$ cat src/rtl/afcfei_pkg.sv
package afcfei_pkg;
    typedef enum logic [0:0] {
        FEI_TRACK = 1'b0,
        FEI_HELD  = 1'b1
    } fei_state_e;

    localparam int unsigned OFS_CTRL   = 0;
    localparam int unsigned OFS_AFC_HI = 1;
    localparam int unsigned OFS_AFC_LO = 2;
    localparam int unsigned OFS_FEI_HI = 3;
    localparam int unsigned OFS_FEI_LO = 4;

    localparam int unsigned BIT_AUTOCLR = 0;
    localparam int unsigned BIT_CLR     = 6;
    localparam int unsigned BIT_GAIN    = 7;
endpackage

$ cat src/rtl/afcfei_ctl.sv
module afcfei_ctl (
    input  logic clk,
    input  logic rst,
    input  logic ctrl_we,
    input  logic bit_autoclr,
    input  logic bit_clr,
    input  logic bit_gain,
    input  logic rx_mode,
    output logic autoclr_en,
    output logic clr_req,
    output logic gain_go
);
    // stored enable bit and registered gain pulse
    always_ff @(posedge clk) begin
        if (rst) begin
            autoclr_en <= 1'b0;
            gain_go    <= 1'b0;
        end else begin
            gain_go <= ctrl_we && bit_gain;
            if (ctrl_we) autoclr_en <= bit_autoclr;
        end
    end

    // the manual clear only acts while receiving
    always_comb clr_req = ctrl_we && bit_clr && rx_mode;
endmodule

$ cat src/rtl/afcfei_afc_hold.sv
module afcfei_afc_hold #(
    parameter int unsigned BYTE_W = 8
) (
    input  logic              clk,
    input  logic              rst,
    input  logic              clr,
    input  logic              wr_hi,
    input  logic              wr_lo,
    input  logic [BYTE_W-1:0] wbyte,
    input  logic              loop_valid,
    input  logic [2*BYTE_W-1:0] loop_value,
    output logic [2*BYTE_W-1:0] afc_value
);
    localparam int unsigned VAL_W = 2 * BYTE_W;

    logic [VAL_W-1:0] afc_d;

    // priority: clear, then bus byte write, then loop update
    always_comb begin
        afc_d = afc_value;
        if (clr) begin
            afc_d = '0;
        end else if (wr_hi || wr_lo) begin
            if (wr_hi) afc_d[VAL_W-1:BYTE_W] = wbyte;
            if (wr_lo) afc_d[BYTE_W-1:0]     = wbyte;
        end else if (loop_valid) begin
            afc_d = loop_value;
        end
    end

    always_ff @(posedge clk) begin
        if (rst) afc_value <= '0;
        else     afc_value <= afc_d;
    end
endmodule

$ cat src/rtl/afcfei_fei_view.sv
module afcfei_fei_view
    import afcfei_pkg::*;
#(
    parameter int unsigned BYTE_W = 8
) (
    input  logic                clk,
    input  logic                rst,
    input  logic                fei_valid,
    input  logic [2*BYTE_W-1:0] fei_meas,
    input  logic                rd_hi,
    input  logic                rd_lo,
    output logic [BYTE_W-1:0]   hi_byte,
    output logic [BYTE_W-1:0]   lo_byte
);
    localparam int unsigned VAL_W = 2 * BYTE_W;

    fei_state_e       state_q, state_d;
    logic [VAL_W-1:0] fei_q;
    logic [BYTE_W-1:0] snap_q;

    // state register
    always_ff @(posedge clk) begin
        if (rst) state_q <= FEI_TRACK;
        else     state_q <= state_d;
    end

    // transitions
    always_comb begin
        state_d = state_q;
        unique case (state_q)
            FEI_TRACK: if (rd_hi) state_d = FEI_HELD;
            FEI_HELD:  if (rd_lo && !rd_hi) state_d = FEI_TRACK;
            default:   state_d = FEI_TRACK;
        endcase
    end

    // measurement and frozen lower byte
    always_ff @(posedge clk) begin
        if (rst) begin
            fei_q  <= '0;
            snap_q <= '0;
        end else begin
            if (fei_valid) fei_q  <= fei_meas;
            if (rd_hi)     snap_q <= fei_q[BYTE_W-1:0];
        end
    end

    // outputs
    always_comb begin
        hi_byte = fei_q[VAL_W-1:BYTE_W];
        unique case (state_q)
            FEI_HELD: lo_byte = snap_q;
            default:  lo_byte = fei_q[BYTE_W-1:0];
        endcase
    end
endmodule

$ cat src/rtl/afcfei_regs.sv
module afcfei_regs
    import afcfei_pkg::*;
#(
    parameter int unsigned ADDR_W = 3,
    parameter int unsigned BYTE_W = 8
) (
    input  logic                clk,
    input  logic                rst,
    input  logic [ADDR_W-1:0]   addr,
    input  logic [BYTE_W-1:0]   wdata,
    input  logic                wr_en,
    input  logic                rd_en,
    output logic [BYTE_W-1:0]   rdata,
    input  logic                rx_mode,
    input  logic                auto_afc_on,
    input  logic                afc_phase_start,
    input  logic                loop_valid,
    input  logic [2*BYTE_W-1:0] loop_value,
    input  logic                fei_valid,
    input  logic [2*BYTE_W-1:0] fei_meas,
    output logic [2*BYTE_W-1:0] afc_value,
    output logic                gain_start
);
    localparam int unsigned VAL_W = 2 * BYTE_W;

    logic sel_ctrl, sel_ahi, sel_alo, sel_fhi, sel_flo;
    logic autoclr_en, clr_req, auto_clr;
    logic [BYTE_W-1:0] fei_hi_byte, fei_lo_byte;
    logic [BYTE_W-1:0] rd_mux;

    always_comb begin
        sel_ctrl = (addr == ADDR_W'(OFS_CTRL));
        sel_ahi  = (addr == ADDR_W'(OFS_AFC_HI));
        sel_alo  = (addr == ADDR_W'(OFS_AFC_LO));
        sel_fhi  = (addr == ADDR_W'(OFS_FEI_HI));
        sel_flo  = (addr == ADDR_W'(OFS_FEI_LO));
    end

    afcfei_ctl u_ctl (
        .clk         (clk),
        .rst         (rst),
        .ctrl_we     (wr_en && sel_ctrl),
        .bit_autoclr (wdata[BIT_AUTOCLR]),
        .bit_clr     (wdata[BIT_CLR]),
        .bit_gain    (wdata[BIT_GAIN]),
        .rx_mode     (rx_mode),
        .autoclr_en  (autoclr_en),
        .clr_req     (clr_req),
        .gain_go     (gain_start)
    );

    // automatic clear only while automatic correction runs
    always_comb auto_clr = afc_phase_start && auto_afc_on && autoclr_en;

    afcfei_afc_hold #(.BYTE_W(BYTE_W)) u_afc (
        .clk        (clk),
        .rst        (rst),
        .clr        (clr_req || auto_clr),
        .wr_hi      (wr_en && sel_ahi),
        .wr_lo      (wr_en && sel_alo),
        .wbyte      (wdata),
        .loop_valid (loop_valid),
        .loop_value (loop_value),
        .afc_value  (afc_value)
    );

    afcfei_fei_view #(.BYTE_W(BYTE_W)) u_fei (
        .clk       (clk),
        .rst       (rst),
        .fei_valid (fei_valid),
        .fei_meas  (fei_meas),
        .rd_hi     (rd_en && sel_fhi),
        .rd_lo     (rd_en && sel_flo),
        .hi_byte   (fei_hi_byte),
        .lo_byte   (fei_lo_byte)
    );

    // read multiplexer; trigger and unused bits return zero
    always_comb begin
        rd_mux = '0;
        if (sel_ctrl) rd_mux[BIT_AUTOCLR] = autoclr_en;
        if (sel_ahi)  rd_mux = afc_value[VAL_W-1:BYTE_W];
        if (sel_alo)  rd_mux = afc_value[BYTE_W-1:0];
        if (sel_fhi)  rd_mux = fei_hi_byte;
        if (sel_flo)  rd_mux = fei_lo_byte;
    end

    always_ff @(posedge clk) begin
        if (rst)        rdata <= '0;
        else if (rd_en) rdata <= rd_mux;
        else            rdata <= '0;
    end
endmodule

$ cat config.mk
export PLATFORM = sky130hd
export DESIGN_NAME = afcfei_regs
export DESIGN_NICKNAME = d
export VERILOG_FILES = /design/src/rtl/afcfei_pkg.sv /design/src/rtl/afcfei_ctl.sv /design/src/rtl/afcfei_afc_hold.sv /design/src/rtl/afcfei_fei_view.sv /design/src/rtl/afcfei_regs.sv
export SDC_FILE = /design/constraint.sdc
export NUM_CORES = 1
export LEC_CHECK = 0
export ABC_AREA = 0
export ABC_CLOCK_PERIOD_IN_PS = 4400
export BUFFER_PORTS_ARGS = -buffer_cell sky130_fd_sc_hd__buf_2
export CORE_AREA = 2 2 79 81
export CTS_CLUSTER_SIZE = 30
export DETAILED_ROUTE_END_ITERATION = 8
export DIE_AREA = 0 0 81 83
export PLACE_DENSITY = 0.62
export SETUP_SLACK_MARGIN = 0.4
export SLEW_MARGIN = 20
export SYNTH_ARGS = -nofsm -noshare
export SYNTH_HDL_FRONTEND = slang
export SYNTH_SLANG_ARGS = --single-unit
$ cat constraint.sdc
create_clock -name clk -period 4.4 [get_ports clk]
set_clock_uncertainty 0.05 [all_clocks]
set_input_delay 1.1 -clock clk [delete_from_list [all_inputs] [get_ports clk]]
set_output_delay 1.1 -clock clk [all_outputs]
set_load 0.01 [all_outputs]
==> flow_metrics.env, run 1 <==
export IMPL_status="finished clean"
export IMPL_seq_area_um2=1021
export IMPL_yosys_area_top_type="dfxtp_1"
export IMPL_async_flop_share_pct=0
export IMPL_post_drt_via_cell_ratio=5.190
export IMPL_fin_ws_ns=1.829
export IMPL_synthToLayoutAreaGrowth_pct=19.50
export IMPL_fmax_mhz=389.0
export IMPL_tightest_slew_ns=0.8147
export IMPL_clock_path_buffers=2
export IMPL_fin_area_um2=2760
export IMPL_die_x_um=81
export IMPL_post_route_drc_count=0
export IMPL_vias=2019
export IMPL_p_per_area_nw_per_um2=338.2
export IMPL_grt_usage_pct=18.24
export IMPL_setup_viol=0
export IMPL_synth_edff_count=0
export IMPL_p_leak_nw=1.203
export IMPL_min_period_over_period_pct=58.43
export IMPL_yosysSeqAreaShare_pct=44.20
export IMPL_syn_area_per_cell_um2=9.239
export IMPL_cts_sink_count=51
export IMPL_critPathKind="input port to flop"
export IMPL_gp_congestion=0.8251
export IMPL_wl_per_cell_um=15.18
export IMPL_cp_top_family="simple AND/OR/NAND/NOR gates"
export IMPL_clock_latency_ns=0.31
export IMPL_hold_violations=0
export IMPL_n_antenna_cell=0
export IMPL_total_power_uw=933.3
export IMPL_drv_cap=0
export IMPL_grt_first_pass_wirelength_um=9625
export IMPL_placed_area_um2=2668
export IMPL_sw_frac_of_total_pct=28.43
export IMPL_pre_cts_ws_ns=1.525
export IMPL_die_area_um2=6723
export IMPL_min_period_ns=2.571
export IMPL_grt_overflow=0
export IMPL_yosys_warnings=0
export IMPL_grt_max_degree=30
export IMPL_fin_setup_tns_ns=0
export IMPL_antenna_found_initial=0
export IMPL_arrival_ns=2.69
export IMPL_cts_tree="yes"
export IMPL_crit_chain="buf_2 > inv_1 > nor3_2 > or2_0 > a311oi_1"
export IMPL_p_sw_uw=265.4
export IMPL_seq_power_share_pct=54.3
export IMPL_nets=365
export IMPL_cp_max_fo=15
export IMPL_cts_setup_buffers=0
export IMPL_cpPeakStageDelay_ns=0.53
export IMPL_synth_area_leaders="dfxtp_1 (44%), mux2i_1 (11%), nand2_1 (6.8%)"
export IMPL_postRouteAntennaNets=0
export IMPL_die_h_um=83
export IMPL_coreArea_um2=5816
export IMPL_portBuffers=76
export IMPL_cts_htree_levels=2
export IMPL_ctsResizeCount=0
export IMPL_numCtsBuffers=5
export IMPL_slew_violations=0
export IMPL_synth_cells=250
export IMPL_critPathCaptureType="flop"
export IMPL_clkPwrFrac_pct=30.1
export IMPL_synth_seq_cells=51
export IMPL_drtIter0Drc=104
export IMPL_ys_flop_type="dfxtp_1"
export IMPL_drive_above_1_share_pct=31.85
export IMPL_multiInputGateArea_um2=1161
export IMPL_num_io_pins=77
export IMPL_grt_pass1_vias=1949
export IMPL_p_comb_share_pct=15.6
export IMPL_hpwl_um=4551
export IMPL_dr_pass1_iters=5
export IMPL_cp_num_buf_inv=2
export IMPL_hold_buffers=0
export IMPL_initial_utilization_pct=39.72
export IMPL_relSlewSlack_pct=45.54
export IMPL_core_rowCount=28
export IMPL_crit_required_ns=4.52
export IMPL_peakVddDrop_mv=0.1686
export IMPL_p_int_uw=668.0
export IMPL_cts_root_buf="clkbuf_8"
export IMPL_hp_class="flop to flop"
export IMPL_slowest_stage="nor3_2"
export IMPL_fillers=607
export IMPL_wl_um=5904
export IMPL_cts_clk_slew_worst_paths_ns=0.09
export IMPL_start_kind="input port"
export IMPL_rsz0062_at_grt="false"
export IMPL_netlist_area_um2=2310
export IMPL_synth_top_area_share_pct=44.20
export IMPL_syn_nets=302
export IMPL_finish_utilization_pct=47.46
export IMPL_synthDistinctLibCells=34
==> layout make-up <==
class	instances	share of cell area (%)
tap	75	3.400
sequential	51	36.99
clock inverter	3	0.8613
inverter	3	0.4080
multi-input combinational	176	42.07
timing repair buffer	76	13.78
clock buffer	5	2.493
==> kinds of logic after synthesis <==
| group | count (synthesis) | share of synthesized area (%) |
|---|---|---|
| AO/OA/AOI/OAI | 44 | 14.46 |
| XOR/XNOR | 1 | 0.3793 |
| buffers and inverters | 23 | 5.525 |
| flip-flops | 51 | 44.20 |
| multiplexers | 33 | 15.22 |
| AND/OR/NAND/NOR | 98 | 20.21 |
==> per-stage QoR <==
step,instances,hold WS [ns]
floorplan,250,0.3860
finish,389,0.4104
global placement,381,0.3905
CTS,389,0.4115
global route,389,0.4306
detailed placement,381,0.3972
==> synthesized netlist by cell type (2+ instances only) <==
cell type,number
nor2_1,19
nand2_1,42
buf_6,3
and2_1,8
buf_4,3
mux2i_1,25
a21oi_1,8
clkbuf_1,7
o31a_1,2
a311oi_1,14
nor2b_1,2
nor3_1,16
a311oi_2,2
dfxtp_1,51
buf_2,5
a22oi_1,7
o22ai_1,9
mux2_2,7
inv_1,3
or2_0,2
nor3_2,2
==> registers in the layout (all words and copies together) (netlist names) <==
signal and cells:
u_ctl.gain_go 1, u_fei.state_q 1, u_ctl.autoclr_en 1, u_fei.fei_q 16, rdata 8, u_fei.snap_q 8
u_afc.afc_value 16
==> worst reg2reg max path, stage by stage (launching register included) <==
cell and delay, ns:
dfxtp_1 0.68, mux2i_1 0.30, o22ai_1 0.11, and2_1 0.17
==> metal layers <==
layer | routed length (um) | track usage, % | part of all wire [%] | up-vias
li1 | - | - | - | 1019
met1 | 2789 | 25.69 | 47 | 935
met2 | 2763 | 28.10 | 47 | 59
met3 | 290 | 4.022 | 4.9 | 6
met4 | 61 | 4.622 | 1.0 | 0
met5 | 0 | 0 | 0 | -
==> worst paths after layout <==
path                   start                  end  slack [ns]  cells past startpoint
max                  addr[0]  u_afc.afc_value[12]        1.83                      5
min          u_fei.snap_q[6]      u_fei.snap_q[6]        0.41                      2
max reg2reg    u_fei.state_q             rdata[0]        2.99                      3
min reg2reg  u_fei.snap_q[6]      u_fei.snap_q[6]        0.41                      2
==> power groups by stage <==
stage	Combinational [mW]	Sequential (mW)	Clock [mW]
2_1_floorplan	0.0926	0.516	0
4_1_cts	0.146	0.507	0.289
6_report	0.145	0.507	0.281
3_3_place_gp	0.144	0.518	0
5_1_grt	0.162	0.510	0.307
3_5_place_dp	0.145	0.518	0
==> cell usage in the layout (no fill, tap or decap), types with 7 or more instances in the layout <==
master	n
buf_2	76
and2_1	8
mux2i_1	25
a311oi_1	14
nor3_1	16
o22ai_1	9
nor2_1	19
dfxtp_1	51
mux2_2	7
a22oi_1	7
nand2_1	42
a21oi_1	8
Note: power is estimated with default switching activity, not from simulation.
==> inputs of run 2 (changes only) <==
--- a/config.mk
+++ b/config.mk
@@ -5,14 +5,14 @@
 export SDC_FILE = /design/constraint.sdc
 export NUM_CORES = 1
 export LEC_CHECK = 0
-export ABC_AREA = 0
-export ABC_CLOCK_PERIOD_IN_PS = 4400
+export ABC_AREA = 1
+export ABC_CLOCK_PERIOD_IN_PS = 2450
 export BUFFER_PORTS_ARGS = -buffer_cell sky130_fd_sc_hd__buf_2
-export CORE_AREA = 2 2 79 81
+export CORE_AREA = 2 2 81 83
 export CTS_CLUSTER_SIZE = 30
 export DETAILED_ROUTE_END_ITERATION = 8
-export DIE_AREA = 0 0 81 83
-export PLACE_DENSITY = 0.62
+export DIE_AREA = 0 0 83 85
+export PLACE_DENSITY = 0.61
 export SETUP_SLACK_MARGIN = 0.4
 export SLEW_MARGIN = 20
 export SYNTH_ARGS = -nofsm -noshare
==> constraint.sdc (replaced) <==
create_clock -name clk -period 2.45 [get_ports clk]
set_clock_uncertainty 0.05 [all_clocks]
set_input_delay 0.6125 -clock clk [delete_from_list [all_inputs] [get_ports clk]]
set_output_delay 0.6125 -clock clk [all_outputs]
set_load 0.01 [all_outputs]
==> flow_metrics.env, run 2 <==
export IMPL_crit_top_cell="nand2_1"
export IMPL_numCtsBuffers=5
export IMPL_relSlewSlack_pct=59.94
export IMPL_reg_largest_list="u_afc.afc_value x16, u_fei.fei_q x16"
export IMPL_critPathKind="input port to flop"
export IMPL_startpoint="addr[1]"
export IMPL_synth_top_area_share_pct=42.17
export IMPL_grt_pass1_vias=2247
export IMPL_grt_usage_pct=18.44
export IMPL_postRouteAntennaNets=0
export IMPL_drv_cap=0
export IMPL_die_x_um=83
export IMPL_die_area_um2=7055
export IMPL_cts_clk_slew_worst_paths_ns=0.09
export IMPL_crit_required_ns=2.60
export IMPL_hp_class="flop to flop"
export IMPL_synth_edff_count=0
export IMPL_async_flop_share_pct=0
export IMPL_synth_common_cells="nand2_1 (87), nor2_1 (55), dfxtp_1 (51), o21ai_0 (46), inv_1 (31)"
export IMPL_fin_cells=504
export IMPL_wl_um=6259
export IMPL_ctsResizeCount=0
export IMPL_netlist_area_um2=2421
export IMPL_die_h_um=85
export IMPL_ys_flop_type="dfxtp_1"
export IMPL_dr_pass1_iters=4
export IMPL_synth_cells=354
export IMPL_drive_above_1_share_pct=23.42
export IMPL_cp_max_fo=18
export IMPL_drtIter0Drc=85
export IMPL_min_from="u_fei.snap_q[7]"
export IMPL_cp_top_family="simple AND/OR/NAND/NOR gates"
export IMPL_antenna_found_initial=0
export IMPL_final_common_cell="nand2_1"
export IMPL_layout_common_cells="nand2_1 (87), buf_2 (76), nor2_1 (55)"
export IMPL_reg2reg_from="u_fei.state_q"
export IMPL_grt_max_degree=22
export IMPL_hpwl_um=4760
export IMPL_grt_overflow=0
export IMPL_p_per_area_nw_per_um2=586.1
export IMPL_syn_nets=406
export IMPL_tightest_slew_ns=0.6002
export IMPL_rsz0062_at_grt="false"
export IMPL_post_route_drc_count=0
export IMPL_wl_per_cell_um=12.42
export IMPL_yosys_warnings=0
export IMPL_coreArea_um2=6205
export IMPL_num_io_pins=77
export IMPL_p_comb_share_pct=16.7
export IMPL_p_int_mw=1.249
export IMPL_cpPeakStageDelay_ns=0.44
export IMPL_yosys_area_top_type="dfxtp_1"
export IMPL_nets=478
export IMPL_cp_num_buf_inv=2
export IMPL_synth_area_leaders="dfxtp_1 (42%), nand2_1 (13%), o21ai_0 (9.5%)"
export IMPL_start_kind="input port"
export IMPL_hold_buffers=0
export IMPL_status="finished clean"
export IMPL_cts_tree="yes"
export IMPL_p_leak_nw=1.423
export IMPL_vias=2371
export IMPL_clkPwrFrac_pct=30.5
export IMPL_min_period_over_period_pct=71.13
export IMPL_p_sw_uw=473.7
export IMPL_hold_violations=0
export IMPL_slowest_stage="a21oi_4"
export IMPL_gp_congestion=0.8151
export IMPL_grt_first_pass_wirelength_um=10650
export IMPL_sw_frac_of_total_pct=27.50
export IMPL_synthDistinctLibCells=26
export IMPL_clock_latency_ns=0.30
export IMPL_cts_sink_count=51
export IMPL_n_antenna_cell=0
export IMPL_slew_violations=0
export IMPL_fin_setup_tns_ns=0
export IMPL_synth_most_common_cell="nand2_1"
export IMPL_peakVddDrop_mv=0.2839
export IMPL_seq_power_share_pct=52.8
export IMPL_initial_utilization_pct=39.02
export IMPL_synthToLayoutAreaGrowth_pct=21.40
export IMPL_post_drt_via_cell_ratio=4.704
export IMPL_clock_path_buffers=2
export IMPL_setup_viol=0
export IMPL_core_rowCount=29
export IMPL_synth_seq_cells=51
export IMPL_arrival_ns=1.89
export IMPL_critPathCaptureType="flop"
export IMPL_cts_setup_buffers=0
export IMPL_fmax_mhz=573.8
export IMPL_dpl_cell_count=496
export IMPL_cts_root_buf="clkbuf_8"
export IMPL_cts_htree_levels=2
export IMPL_portBuffers=76
export IMPL_syn_area_per_cell_um2=6.839
export IMPL_yosysSeqAreaShare_pct=42.17
export IMPL_min_period_ns=1.743
export IMPL_crit_chain="buf_2 > inv_1 > nand4_4 > a21oi_4 > nand2_1 > nand2_1 > nor2_1"
==> run 2: changes by cell type in the layout (fill, tap and decap cells not counted), moves of 8 or more <==
cell / previous run / this run
nand2_1: 42 / 87
a311oi_1: 14 / 0
o22ai_1: 9 / 0
and2_1: 8 / 0
nor2_1: 19 / 55
mux2i_1: 25 / 0
o21ai_0: 0 / 46
nor3_1: 16 / 1
nand3_1: 1 / 27
a21oi_1: 8 / 24
inv_1: 3 / 31
==> run 2: worst register-to-register path, delay by kind of cell, from the launching register on <==
| family | cells | cell delay (ns) |
|---|---|---|
| simple gates | 1 | 0.07 |
| flops | 1 | 0.63 |
| buf+inv | 1 | 0.14 |
| compound gates | 2 | 0.39 |
==> run 2: final cells by class <==
class	count	area, um2
clock buffers	8	100.1
fillers	661	3266
flip-flops and latches	51	1021
repair buffers	79	402.9
inverters	34	128.9
well taps	77	96.34
multi-input cells	255	1190
==> run 2: cell families after synthesis <==
family                 after synthesis  share of synthesized area (%)
AOI/OAI and AO/OA                   74                          16.33
DFF                                 51                          42.17
and+or+nand+nor                    181                          32.82
buffers and inverters               48                          8.682
==> run 2: power by group through the flow <==
stage | sequential, mW | clock [mW] | combinational, mW
after floorplan | 0.932 | 0 | 0.171
after global placement | 0.929 | 0 | 0.285
after detailed placement | 0.929 | 0 | 0.288
after CTS | 0.910 | 0.546 | 0.290
after global routing | 0.916 | 0.573 | 0.331
final | 0.910 | 0.525 | 0.288
==> run 2: stage by stage <==
stage               setup WS, ns  power (mW)  hold WS (ns)  area (um2)  util, %
floorplan                 0.8860       1.103        0.3753        2421        -
global placement          0.4315       1.214        0.3832        2839    45.76
detailed placement        0.4077       1.217        0.3910        2839    45.76
CTS                       0.7214       1.746        0.4042        2939    47.37
global route              0.5395       1.820        0.4394        2939    47.37
finish                    0.7072       1.722        0.4008        2939    47.37
==> run 2: worst paths after layout <==
| kind | to | slack [ns] | cells past startpoint |
|---|---|---|---|
| worst max register to register | rdata[7] | 1.10 | 4 |
| worst min register to register | u_fei.snap_q[7] | 0.40 | 2 |
| worst min-delay path | u_fei.snap_q[7] | 0.40 | 2 |
| worst max-delay path | u_afc.afc_value[4] | 0.71 | 7 |
==> run 2: metal layers <==
metal	wire, um	vias up	global-route usage [%]
li1	-	1276	-
met1	3059	1023	25.00
met4	78	0	5.961
met3	321	6	3.113
met2	2800	66	30.06
met5	0	-	0
